[config.mk]
export PLATFORM = sky130hd
export DESIGN_NAME = pdw_gen
export DESIGN_NICKNAME = d
export VERILOG_FILES = /design/src/rtl/pdw_pkg.sv /design/src/rtl/pdw_toa_counter.sv /design/src/rtl/pdw_capture.sv /design/src/rtl/pdw_beat_mux.sv /design/src/rtl/pdw_gen.sv
export SDC_FILE = /design/constraint.sdc
export NUM_CORES = 1
export LEC_CHECK = 0
export ABC_AREA = 1
export BUFFER_PORTS_ARGS = -buffer_cell sky130_fd_sc_hd__clkbuf_2
export CELL_PAD_IN_SITES_DETAIL_PLACEMENT = 1
export CELL_PAD_IN_SITES_GLOBAL_PLACEMENT = 2
export CORE_ASPECT_RATIO = 1.1
export CORE_MARGIN = 2
export CORE_UTILIZATION = 30
export DETAILED_ROUTE_END_ITERATION = 8
export PLACE_DENSITY = 0.83
export SLEW_MARGIN = 20
export SYNTH_ARGS = -nofsm -noshare
export SYNTH_HDL_FRONTEND = slang
export SYNTH_SLANG_ARGS = --single-unit
[constraint.sdc]
create_clock -name clk -period 2.2 [get_ports clk]
set_input_delay 0.11 -clock clk [delete_from_list [all_inputs] [get_ports clk]]
set_output_delay 0.11 -clock clk [all_outputs]
set_load 0.02 [all_outputs]
[src/rtl/pdw_pkg.sv]
package pdw_pkg;

    localparam int WORD_W    = 32;
    localparam int NUM_WORDS = 4;
    localparam int ADDR_W    = $clog2(NUM_WORDS);
    localparam int HI_W      = 4;
    localparam int AMP_W     = 8;
    localparam int PW_W      = 20;
    localparam int DESC_W    = WORD_W * NUM_WORDS;
    localparam int TOA_MAX_W = WORD_W + HI_W;

    // Packed from most significant: word 3, word 2, word 1, word 0
    typedef struct packed {
        logic [WORD_W-1:0] pri;
        logic [WORD_W-1:0] freq;
        logic [PW_W-1:0]   width;
        logic [AMP_W-1:0]  amp;
        logic [HI_W-1:0]   toa_hi;
        logic [WORD_W-1:0] toa_lo;
    } pdw_t;

    typedef enum logic [2:0] {
        ST_IDLE,
        ST_BEAT0,
        ST_BEAT1,
        ST_BEAT2,
        ST_BEAT3
    } state_t;

endpackage

[src/rtl/pdw_toa_counter.sv]
module pdw_toa_counter #(
    parameter int CNT_W = 36
) (
    input  logic             clk,
    input  logic             rst_n,
    output logic [CNT_W-1:0] count
);

    always_ff @(posedge clk or negedge rst_n) begin
        if (!rst_n) begin
            count <= '0;
        end else begin
            count <= count + CNT_W'(1);
        end
    end

endmodule

[src/rtl/pdw_capture.sv]
module pdw_capture
    import pdw_pkg::*;
#(
    parameter int TOA_W = 36
) (
    input  logic             clk,
    input  logic             rst_n,
    input  logic             load,
    input  logic [TOA_W-1:0] toa,
    input  logic [PW_W-1:0]  width,
    input  logic [AMP_W-1:0] amp,
    input  logic [WORD_W-1:0] freq,
    input  logic [WORD_W-1:0] pri,
    output pdw_t             desc_q
);

    logic [WORD_W-1:0] toa_lo;
    logic [HI_W-1:0]   toa_hi;
    pdw_t              desc_d;

    generate
        if (TOA_W > WORD_W) begin : g_wide_toa
            assign toa_lo = toa[WORD_W-1:0];
            assign toa_hi = HI_W'(toa[TOA_W-1:WORD_W]);
        end else begin : g_narrow_toa
            assign toa_lo = WORD_W'(toa);
            assign toa_hi = '0;
        end
    endgenerate

    always_comb begin
        desc_d.pri    = pri;
        desc_d.freq   = freq;
        desc_d.width  = width;
        desc_d.amp    = amp;
        desc_d.toa_hi = toa_hi;
        desc_d.toa_lo = toa_lo;
    end

    always_ff @(posedge clk or negedge rst_n) begin
        if (!rst_n) begin
            desc_q <= '0;
        end else if (load) begin
            desc_q <= desc_d;
        end
    end

endmodule

[src/rtl/pdw_beat_mux.sv]
module pdw_beat_mux
    import pdw_pkg::*;
(
    input  pdw_t              desc,
    input  logic [ADDR_W-1:0] sel,
    output logic [WORD_W-1:0] word
);

    logic [DESC_W-1:0] flat;
    logic [WORD_W-1:0] words [NUM_WORDS];

    assign flat = desc;

    generate
        for (genvar g = 0; g < NUM_WORDS; g++) begin : g_slice
            assign words[g] = flat[g*WORD_W +: WORD_W];
        end
    endgenerate

    assign word = words[sel];

endmodule

[src/rtl/pdw_gen.sv]
module pdw_gen
    import pdw_pkg::*;
#(
    parameter int TOA_W = 36
) (
    input  logic        clk,
    input  logic        rst_n,
    input  logic        ev_tick,
    input  logic        tx_enable,
    input  logic [19:0] cfg_width,
    input  logic [7:0]  cfg_amp,
    input  logic [31:0] cfg_freq,
    input  logic [31:0] cfg_pri,
    output logic [31:0] out_data,
    output logic [1:0]  out_addr,
    output logic        out_strobe,
    output logic        overflow_flag
);

    state_t            state;
    state_t            state_nxt;
    logic              accept;
    logic              busy;
    logic [TOA_W-1:0]  toa_cnt;
    pdw_t              desc_q;
    logic [ADDR_W-1:0] beat_idx;
    logic [WORD_W-1:0] beat_word;

    pdw_toa_counter #(
        .CNT_W (TOA_W)
    ) u_counter (
        .clk   (clk),
        .rst_n (rst_n),
        .count (toa_cnt)
    );

    pdw_capture #(
        .TOA_W (TOA_W)
    ) u_capture (
        .clk    (clk),
        .rst_n  (rst_n),
        .load   (accept),
        .toa    (toa_cnt),
        .width  (cfg_width),
        .amp    (cfg_amp),
        .freq   (cfg_freq),
        .pri    (cfg_pri),
        .desc_q (desc_q)
    );

    pdw_beat_mux u_mux (
        .desc (desc_q),
        .sel  (beat_idx),
        .word (beat_word)
    );

    assign busy   = (state != ST_IDLE);
    assign accept = !busy && ev_tick && tx_enable;

    // State register
    always_ff @(posedge clk or negedge rst_n) begin
        if (!rst_n) begin
            state <= ST_IDLE;
        end else begin
            state <= state_nxt;
        end
    end

    // Transitions
    always_comb begin
        state_nxt = state;
        unique case (state)
            ST_IDLE:  state_nxt = accept ? ST_BEAT0 : ST_IDLE;
            ST_BEAT0: state_nxt = ST_BEAT1;
            ST_BEAT1: state_nxt = ST_BEAT2;
            ST_BEAT2: state_nxt = ST_BEAT3;
            ST_BEAT3: state_nxt = ST_IDLE;
            default:  state_nxt = ST_IDLE;
        endcase
    end

    // Dropped-event flag
    always_ff @(posedge clk or negedge rst_n) begin
        if (!rst_n) begin
            overflow_flag <= 1'b0;
        end else if (ev_tick && busy) begin
            overflow_flag <= 1'b1;
        end
    end

    // Outputs
    always_comb begin
        out_strobe = 1'b0;
        beat_idx   = '0;
        unique case (state)
            ST_IDLE:  begin out_strobe = 1'b0; beat_idx = 2'd0; end
            ST_BEAT0: begin out_strobe = 1'b1; beat_idx = 2'd0; end
            ST_BEAT1: begin out_strobe = 1'b1; beat_idx = 2'd1; end
            ST_BEAT2: begin out_strobe = 1'b1; beat_idx = 2'd2; end
            ST_BEAT3: begin out_strobe = 1'b1; beat_idx = 2'd3; end
            default:  begin out_strobe = 1'b0; beat_idx = 2'd0; end
        endcase
        out_addr = beat_idx;
        out_data = out_strobe ? beat_word : '0;
    end

endmodule

==> key figures, run 1 <==
Final layout
  – Commonest non-fill, non-tap cells in the layout: sky130_fd_sc_hd__nand2_1 (245), sky130_fd_sc_hd__dfrtp_1 (165), sky130_fd_sc_hd__inv_1 (164)
  – Number of standard cells in the layout, taps in and fillers out: 1640
  – Synth-to-layout area growth: 33.7%
  – Leading cell type in the layout, fill and taps excluded: sky130_fd_sc_hd__nand2_1
  – Ratio of cells with drive above 1 in the final layout: 0.166
  – Finished Core Util: 0.406
  – Final #Nets: 1366
  – Count of fill cells added during filler insertion: 3272

Detailed routing
  – Number of nets with antenna violations after detailed routing: 0
  – Final wirelength: 26100 um
  – DRT Pass-1 Iters: 4
  – Via-to-Cell Ratio: 4.52
  – Detailed-route via count: 7413
  – Drt initial violations: 281
  – Detailed-route DRC error count: 0
  – Average routed wire per standard cell: 15.9 um

Synthesis
  – Number of synthesis warnings: 0
  – Synthesized net count: 1152
  – Top cells by area, synth: sky130_fd_sc_hd__dfrtp_1 (52%), sky130_fd_sc_hd__nand2_1 (11%), sky130_fd_sc_hd__inv_1 (7.6%)
  – Seq cells post-synth: 168
  – Mean post-synth cell area: 7.70 sq um
  – Largest area contributor in the synthesized netlist: sky130_fd_sc_hd__dfrtp_1
  – Post-Synthesis Cell Area: 0.00813 sq mm
  – Distinct cells, synth: 28
  – Proportion of netlist area held by the largest area contributor: 0.517
  – Sequential-to-total area share from yosys stat: 0.517
  – Gate count of the mapped netlist: 1055

Setup path
  – Cell family with the largest share of critical-path delay: buffers and inverters
  – Worst flop-to-flop path startpoint: u_counter.count[0]$_DFF_PN0_
  – Peak fanout along the critical path: 25
  – Setup crit start kind: register
  – Levels on crit path: 8
  – Worst reg2reg path depth: 7
  – Highest cell delay on the worst timing path: 0.46 ns
  – Crit-path cells: buf_4 -> nand3_2 -> nand2_4 -> clkbuf_16 -> nand2_1 -> nand3_1 -> a21oi_2 -> buf_2
  – Req. time, crit path: 2.09 ns
  – Number of buffer and inverter instances along the worst setup path: 3
  – Crit Path Class: reg -> out
  – Launching element of the worst setup path: state[1]$_DFF_PN0_
  – Crit path max-delay cell type: sky130_fd_sc_hd__dfrtp_2
  – Crit path arrival time: 2.06 ns
  – Element type at the critical path end: output port

Floorplan
  – Row Count: 63
  – Initial standard-cell utilization of the core: 0.303
  – Die ar.: 0.0284 sq mm
  – Core region area: 0.0268 sq mm
  – Height of the die: 177 um
  – Die Span X: 161 um
  – Boundary pin count: 132

CTS
  – Worst-case clock buffer depth: 2
  – Number of CTS-inserted buffers: 17
  – Clock insertion delay at the later pin of the skew report: 0.44 ns
  – Clock transition at the register clock pins on the worst setup and hold paths after CTS: 0.07 ns
  – Level count of the clock H-tree: 4
  – Clk sink count: 168
  – Clock tree from TritonCTS: built
  – CTS root buf: sky130_fd_sc_hd__clkbuf_16

Power and ir drop
  – Internal: 7640 uW
  – Switching share of power: 0.426
  – P_sw: 5670 uW
  – Clock network fraction of design power: 0.217
  – Power density relative to cell area: 1230 mW/mm^2
  – Leak pwr: 0.00537 uW
  – Reg power frac: 0.326
  – Logic gate share of total power: 0.457
  – Peak supply drop: 0.612 mV

GRT
  – Initial antenna violation count: 1
  – Global-route wire length before repair: 41200 um
  – Overall Global Routing Usage: 0.185
  – Via count of the first global-routing pass: 7892
  – GR Overflow Total: 0
  – Pin count of the biggest net entering global routing: 122

Placement
  – Cell total after placement: 1509
  – Global placement routability congestion: 0.807
  – I/O Buffers: 131
  – HPWL after detailed placement: 17500 um

Timing
  – Share of the clock period used by the worst path after layout: 0.988
  – Final worst hold slack: 0.182 ns
  – Final hold violation count: 0
  – Count of pins over their slew limit: 0
  – Max Freq: 0.460 GHz
  – Unrepaired setup endpoints after global routing: true
  – Slew at the pin with the worst max-slew slack: 0.523 ns
  – Final setup violation count: 0
  – Largest clock skew in the final design: 0.00732 ns
  – Slew HR: 0.651
  – Min cycle time layout: 2.17 ns
  – Final setup TNS: 0 ns

Hold path
  – Hold/Removal Path Class: in -> async

Flow run
  – Number of maximum-capacitance violations: 0

Status
  – Outcome: finished, final reports clean
-- synthesized netlist by cell type --
cell type / count
sky130_fd_sc_hd__a21oi_1: 119
sky130_fd_sc_hd__buf_1: 1
sky130_fd_sc_hd__buf_2: 35
sky130_fd_sc_hd__buf_4: 4
sky130_fd_sc_hd__buf_6: 2
sky130_fd_sc_hd__clkbuf_1: 6
sky130_fd_sc_hd__dfrtp_1: 168
sky130_fd_sc_hd__ha_1: 1
sky130_fd_sc_hd__inv_1: 164
sky130_fd_sc_hd__inv_2: 5
sky130_fd_sc_hd__nand2_1: 245
sky130_fd_sc_hd__nand2_2: 3
sky130_fd_sc_hd__nand2_4: 1
sky130_fd_sc_hd__nand3_1: 60
sky130_fd_sc_hd__nand3_2: 2
sky130_fd_sc_hd__nand3b_1: 2
sky130_fd_sc_hd__nand4_1: 2
sky130_fd_sc_hd__nand4_2: 1
sky130_fd_sc_hd__nor2_1: 145
sky130_fd_sc_hd__nor2_2: 1
sky130_fd_sc_hd__nor2_4: 2
sky130_fd_sc_hd__nor3_1: 1
sky130_fd_sc_hd__o211ai_1: 3
sky130_fd_sc_hd__o21ai_0: 28
sky130_fd_sc_hd__o21ai_1: 25
sky130_fd_sc_hd__o22ai_1: 1
sky130_fd_sc_hd__xnor2_1: 1
sky130_fd_sc_hd__xor2_1: 27
-- final timing paths --
check	endpoint	slack, ns
hold reg to reg	u_counter.count[35]$_DFF_PN0_	0.48
min in group clk	u_capture.desc_q[55]$_DFFE_PN0P_	0.28
hold / removal	u_capture.desc_q[26]$_DFFE_PN0P_	0.18
max in group asynchronous	u_capture.desc_q[38]$_DFFE_PN0P_	1.25
setup / recovery	out_data[31]	0.03
setup reg to reg	u_counter.count[22]$_DFF_PN0_	0.38
-- power groups by stage --
stage | registers (uW) | clock network, uW | logic (uW)
floorplan | 4290 | 0 | 3710
global placement | 4340 | 0 | 5320
detailed placement | 4390 | 0 | 5400
CTS | 4330 | 2980 | 5780
global route | 4430 | 3090 | 6690
finish | 4340 | 2900 | 6080
-- state kept, by name (all words and copies together), names as in the netlist --
signal and cells:
state 3, u_counter.count 36, overflow_flag 1, u_capture.desc_q 128
-- metrics by stage --
step	area (sq um)	setup WS, ns	total power, uW
5_1_grt	10900	-0.0523	14200
3_3_place_gp	9150	0.287	9660
2_1_floorplan	8130	0.554	8000
6_report	10900	0.0256	13300
4_1_cts	10700	-0.00617	13100
3_5_place_dp	9150	0.195	9790
-- worst register-to-register path: stages, from the launching register on --
cell                      delay, ns
sky130_fd_sc_hd__dfrtp_1       0.43
sky130_fd_sc_hd__ha_1          0.21
sky130_fd_sc_hd__nand2_1       0.06
sky130_fd_sc_hd__nor2_1        0.30
sky130_fd_sc_hd__nand2_1       0.15
sky130_fd_sc_hd__nor2_1        0.31
sky130_fd_sc_hd__nand2_1       0.11
sky130_fd_sc_hd__xor2_1        0.15
-- area by class of cell --
cell class,count,area [sq um],area share
well taps,357,447,0.0411
clock buffers,18,439,0.0404
clock inverters,14,125,0.0115
repair buffers,243,1880,0.173
multi-input cells,670,3120,0.287
flip-flops and latches,168,4210,0.387
diodes,1,2.50,0.000230
inverters,169,647,0.0595
-- routing by layer --
layer,vias up,track usage,part of all wire
met1,3585,0.243,0.47
li1,3672,-,-
met4,0,0.0629,0.020
met2,123,0.307,0.48
met5,-,0,0
met3,33,0.0344,0.031
-- repair_timing --
item,in CTS,in global routing
endpoints found under the hold margin,139,0
hold buffers,94,0
setup buffers,1,1
resized for setup,24,30
pin swaps,1,2
endpoints found under the setup margin,32,30
cloned,0,2
-- logic make-up after synthesis --
logic type | share of synthesized area
xor+xnor | 0.0302
compound gates | 0.109
flops | 0.517
buf+inv | 0.109
fa+ha+maj | 0.00154
simple gates | 0.232
No activity file was read; power rests on OpenSTA's default activity.
==> run 2, diff against run 1 <==
--- a/config.mk
+++ b/config.mk
@@ -11,10 +11,11 @@
 export CELL_PAD_IN_SITES_GLOBAL_PLACEMENT = 2
 export CORE_ASPECT_RATIO = 1.1
 export CORE_MARGIN = 2
-export CORE_UTILIZATION = 30
+export CORE_UTILIZATION = 29
+export CTS_BUF_LIST = sky130_fd_sc_hd__clkbuf_2 sky130_fd_sc_hd__clkbuf_4 sky130_fd_sc_hd__clkbuf_8
 export DETAILED_ROUTE_END_ITERATION = 8
-export PLACE_DENSITY = 0.83
-export SLEW_MARGIN = 20
+export PLACE_DENSITY = 0.81
+export SLEW_MARGIN = 10
 export SYNTH_ARGS = -nofsm -noshare
 export SYNTH_HDL_FRONTEND = slang
 export SYNTH_SLANG_ARGS = --single-unit
==> key figures, run 2 (synthesis results as in run 1) <==
Placement
  – Global placement routability congestion: 0.829 (was 0.807)
  – Cell total after placement: 1517 (was 1509)
  – I/O Buffers: 131 (unchanged)
  – HPWL after detailed placement: 17800 um (was 17500 um)

Timing
  – Min cycle time layout: 2.14 ns (was 2.17 ns)
  – Slew at the pin with the worst max-slew slack: 0.422 ns (was 0.523 ns)
  – Final setup violation count: 0 (unchanged)
  – Max Freq: 0.468 GHz (was 0.460 GHz)
  – Largest clock skew in the final design: 0.0141 ns (was 0.00732 ns)
  – Unrepaired setup endpoints after global routing: true (unchanged)
  – Share of the clock period used by the worst path after layout: 0.971 (was 0.988)
  – Final hold violation count: 0 (unchanged)
  – Count of pins over their slew limit: 0 (unchanged)
  – Final setup TNS: 0 ns (unchanged)
  – Slew HR: 0.718 (was 0.651)

GRT
  – Initial antenna violation count: 0 (was 1)
  – Overall Global Routing Usage: 0.180 (was 0.185)
  – GR Overflow Total: 0 (unchanged)
  – Global-route wire length before repair: 41500 um (was 41200 um)
  – Via count of the first global-routing pass: 7891 (was 7892)
  – Pin count of the biggest net entering global routing: 68 (was 122)

Final layout
  – Count of fill cells added during filler insertion: 3373 (was 3272)
  – Leading cell type in the layout, fill and taps excluded: sky130_fd_sc_hd__nand2_1 (unchanged)
  – Max reg flops: 128 (unchanged)
  – Ratio of cells with drive above 1 in the final layout: 0.183 (was 0.166)
  – Synth-to-layout area growth: 35.6% (was 33.7%)
  – Diodes inserted: 0 (was 1)
  – Largest registers in the final layout: u_capture.desc_q: 128 flops, u_counter.count: 36 flops, state: 3 flops (unchanged)
  – Biggest register: u_capture.desc_q (unchanged)
  – Number of standard cells in the layout, taps in and fillers out: 1651 (was 1640)
  – Final #Nets: 1375 (was 1366)
  – Commonest non-fill, non-tap cells in the layout: sky130_fd_sc_hd__nand2_1 (243), sky130_fd_sc_hd__dfrtp_1 (165), sky130_fd_sc_hd__inv_1 (163) (was sky130_fd_sc_hd__nand2_1 (245), sky130_fd_sc_hd__dfrtp_1 (165), sky130_fd_sc_hd__inv_1 (164))

Setup path
  – Req. time, crit path: 2.09 ns (about the same)
  – Highest cell delay on the worst timing path: 0.48 ns (was 0.46 ns)
  – Crit path arrival time: 2.03 ns (was 2.06 ns)
  – Setup crit start kind: register (unchanged)
  – Crit-path cells: nor2_4 -> inv_2 -> nand2_2 -> nand2_4 -> buf_12 -> nand2_1 -> nand3_1 -> a21oi_1 -> buf_4 (was buf_4 -> nand3_2 -> nand2_4 -> clkbuf_16 -> nand2_1 -> nand3_1 -> a21oi_2 -> buf_2)
  – Crit path max-delay cell type: sky130_fd_sc_hd__dfrtp_2 (unchanged)
  – Element type at the critical path end: output port (unchanged)
  – Crit Path Class: reg -> out (unchanged)
  – Peak fanout along the critical path: 8 (was 25)

Status
  – Outcome: finished, final reports clean (unchanged)

Detailed routing
  – Drt initial violations: 373 (was 281)
  – DRT Pass-1 Iters: 4 (unchanged)
  – Average routed wire per standard cell: 15.9 um (about the same)
  – Detailed-route DRC error count: 0 (unchanged)
  – Via-to-Cell Ratio: 4.54 (was 4.52)
  – Number of nets with antenna violations after detailed routing: 0 (unchanged)
  – Detailed-route via count: 7500 (was 7413)
  – Final wirelength: 26200 um (was 26100 um)

CTS
  – Clock insertion delay at the later pin of the skew report: 0.45 ns (was 0.44 ns)
  – Clock tree from TritonCTS: built (unchanged)
  – Number of CTS-inserted buffers: 17 (unchanged)
  – Worst-case clock buffer depth: 2 (unchanged)
  – Clock transition at the register clock pins on the worst setup and hold paths after CTS: 0.09 ns (was 0.07 ns)
  – Clk sink count: 168 (unchanged)
  – CTS root buf: sky130_fd_sc_hd__clkbuf_8 (was sky130_fd_sc_hd__clkbuf_16)
  – Level count of the clock H-tree: 4 (unchanged)

Power and ir drop
  – Leak pwr: 0.00543 uW (was 0.00537 uW)
  – Final Power: 13500 uW (was 13300 uW)
  – Peak supply drop: 0.735 mV (was 0.612 mV)
  – Power density relative to cell area: 1220 mW/mm^2 (was 1230 mW/mm^2)

Floorplan
  – Initial standard-cell utilization of the core: 0.293 (was 0.303)
  – Height of the die: 180 um (was 177 um)
  – Die Span X: 164 um (was 161 um)
  – Boundary pin count: 132 (unchanged)
  – Row Count: 64 (was 63)
  – Die ar.: 0.0294 sq mm (was 0.0284 sq mm)
  – Core region area: 0.0277 sq mm (was 0.0268 sq mm)

Hold path
  – Hold/Removal Path Class: in -> async (unchanged)

Flow run
  – Number of maximum-capacitance violations: 0 (unchanged)
[run 2: changes by cell type in the layout (fill, tap and decap cells not counted), sizes merged]
cell / before / now
clkinvlp: 3 / 1
buf: 29 / 51
clkbuf: 138 / 127
bufinv: 1 / 3
diode: 1 / 0
inv: 171 / 169
clkinv: 8 / 5
[run 2: timing repair]
action	4_1_cts	5_1_grt
buffers inserted	4	2
hold buffers	94	0
resized for setup	24	89
gates cloned	2	3
endpoints found under the setup margin	32	30
pin swaps	3	5
endpoints found under the hold margin	259	0
[run 2: worst max-delay path, delay by kind of cell, from the launching register on]
family | cells | cell delay, ns
simple gates | 5 | 0.54
flops | 1 | 0.48
buf+inv | 3 | 0.39
compound gates | 1 | 0.17
[run 2: final timing paths]
kind / start / endpoint / slack [ns] / cells after the start
max: state[1]$_DFF_PN0_ / out_data[5] / 0.06 / 9
min: rst_n / u_capture.desc_q[89]$_DFFE_PN0P_ / 0.12 / 2
min in group clk: tx_enable / u_capture.desc_q[34]$_DFFE_PN0P_ / 0.21 / 3
max reg2reg: state[1]$_DFF_PN0_ / u_capture.desc_q[92]$_DFFE_PN0P_ / 0.28 / 7
max in group asynchronous: rst_n / u_capture.desc_q[1]$_DFFE_PN0P_ / 1.37 / 3
min reg2reg: overflow_flag$_DFFE_PN0P_ / overflow_flag$_DFFE_PN0P_ / 0.47 / 2
[run 2: routing by layer]
| metal | GRT usage | vias to the layer above | share of wire |
|---|---|---|---|
| li1 | - | 3687 | - |
| met1 | 0.244 | 3681 | 0.46 |
| met2 | 0.297 | 107 | 0.49 |
| met3 | 0.0261 | 25 | 0.029 |
| met4 | 0.0509 | 0 | 0.014 |
| met5 | 0 | - | 0 |
[run 2: per-stage QoR]
step,util,hold WS (ns),worst slack [ns],instance area [sq um]
final,0.398,0.117,0.0647,11000
after detailed placement,0.332,0.0321,0.255,9210
after CTS,0.387,0.0881,0.00239,10700
after global routing,0.398,0.121,-0.0343,11000
after global placement,0.332,0.0306,0.301,9210
after floorplan,-,-0.186,0.554,8130
[run 2: layout make-up]
type / count / area, sq um / share of cell area
clock buffer: 20 / 269 / 0.0244
inverter: 169 / 649 / 0.0589
tap: 363 / 454 / 0.0412
clock inverter: 9 / 126 / 0.0115
multi-input combinational: 670 / 3220 / 0.292
timing repair buffer: 252 / 2100 / 0.190
sequential: 168 / 4210 / 0.382
[run 2: power breakdown]
group	switching, uW	internal (uW)	total [uW]
clock	1120	1170	2300
combinational	4300	2540	6840
sequential	321	4000	4320
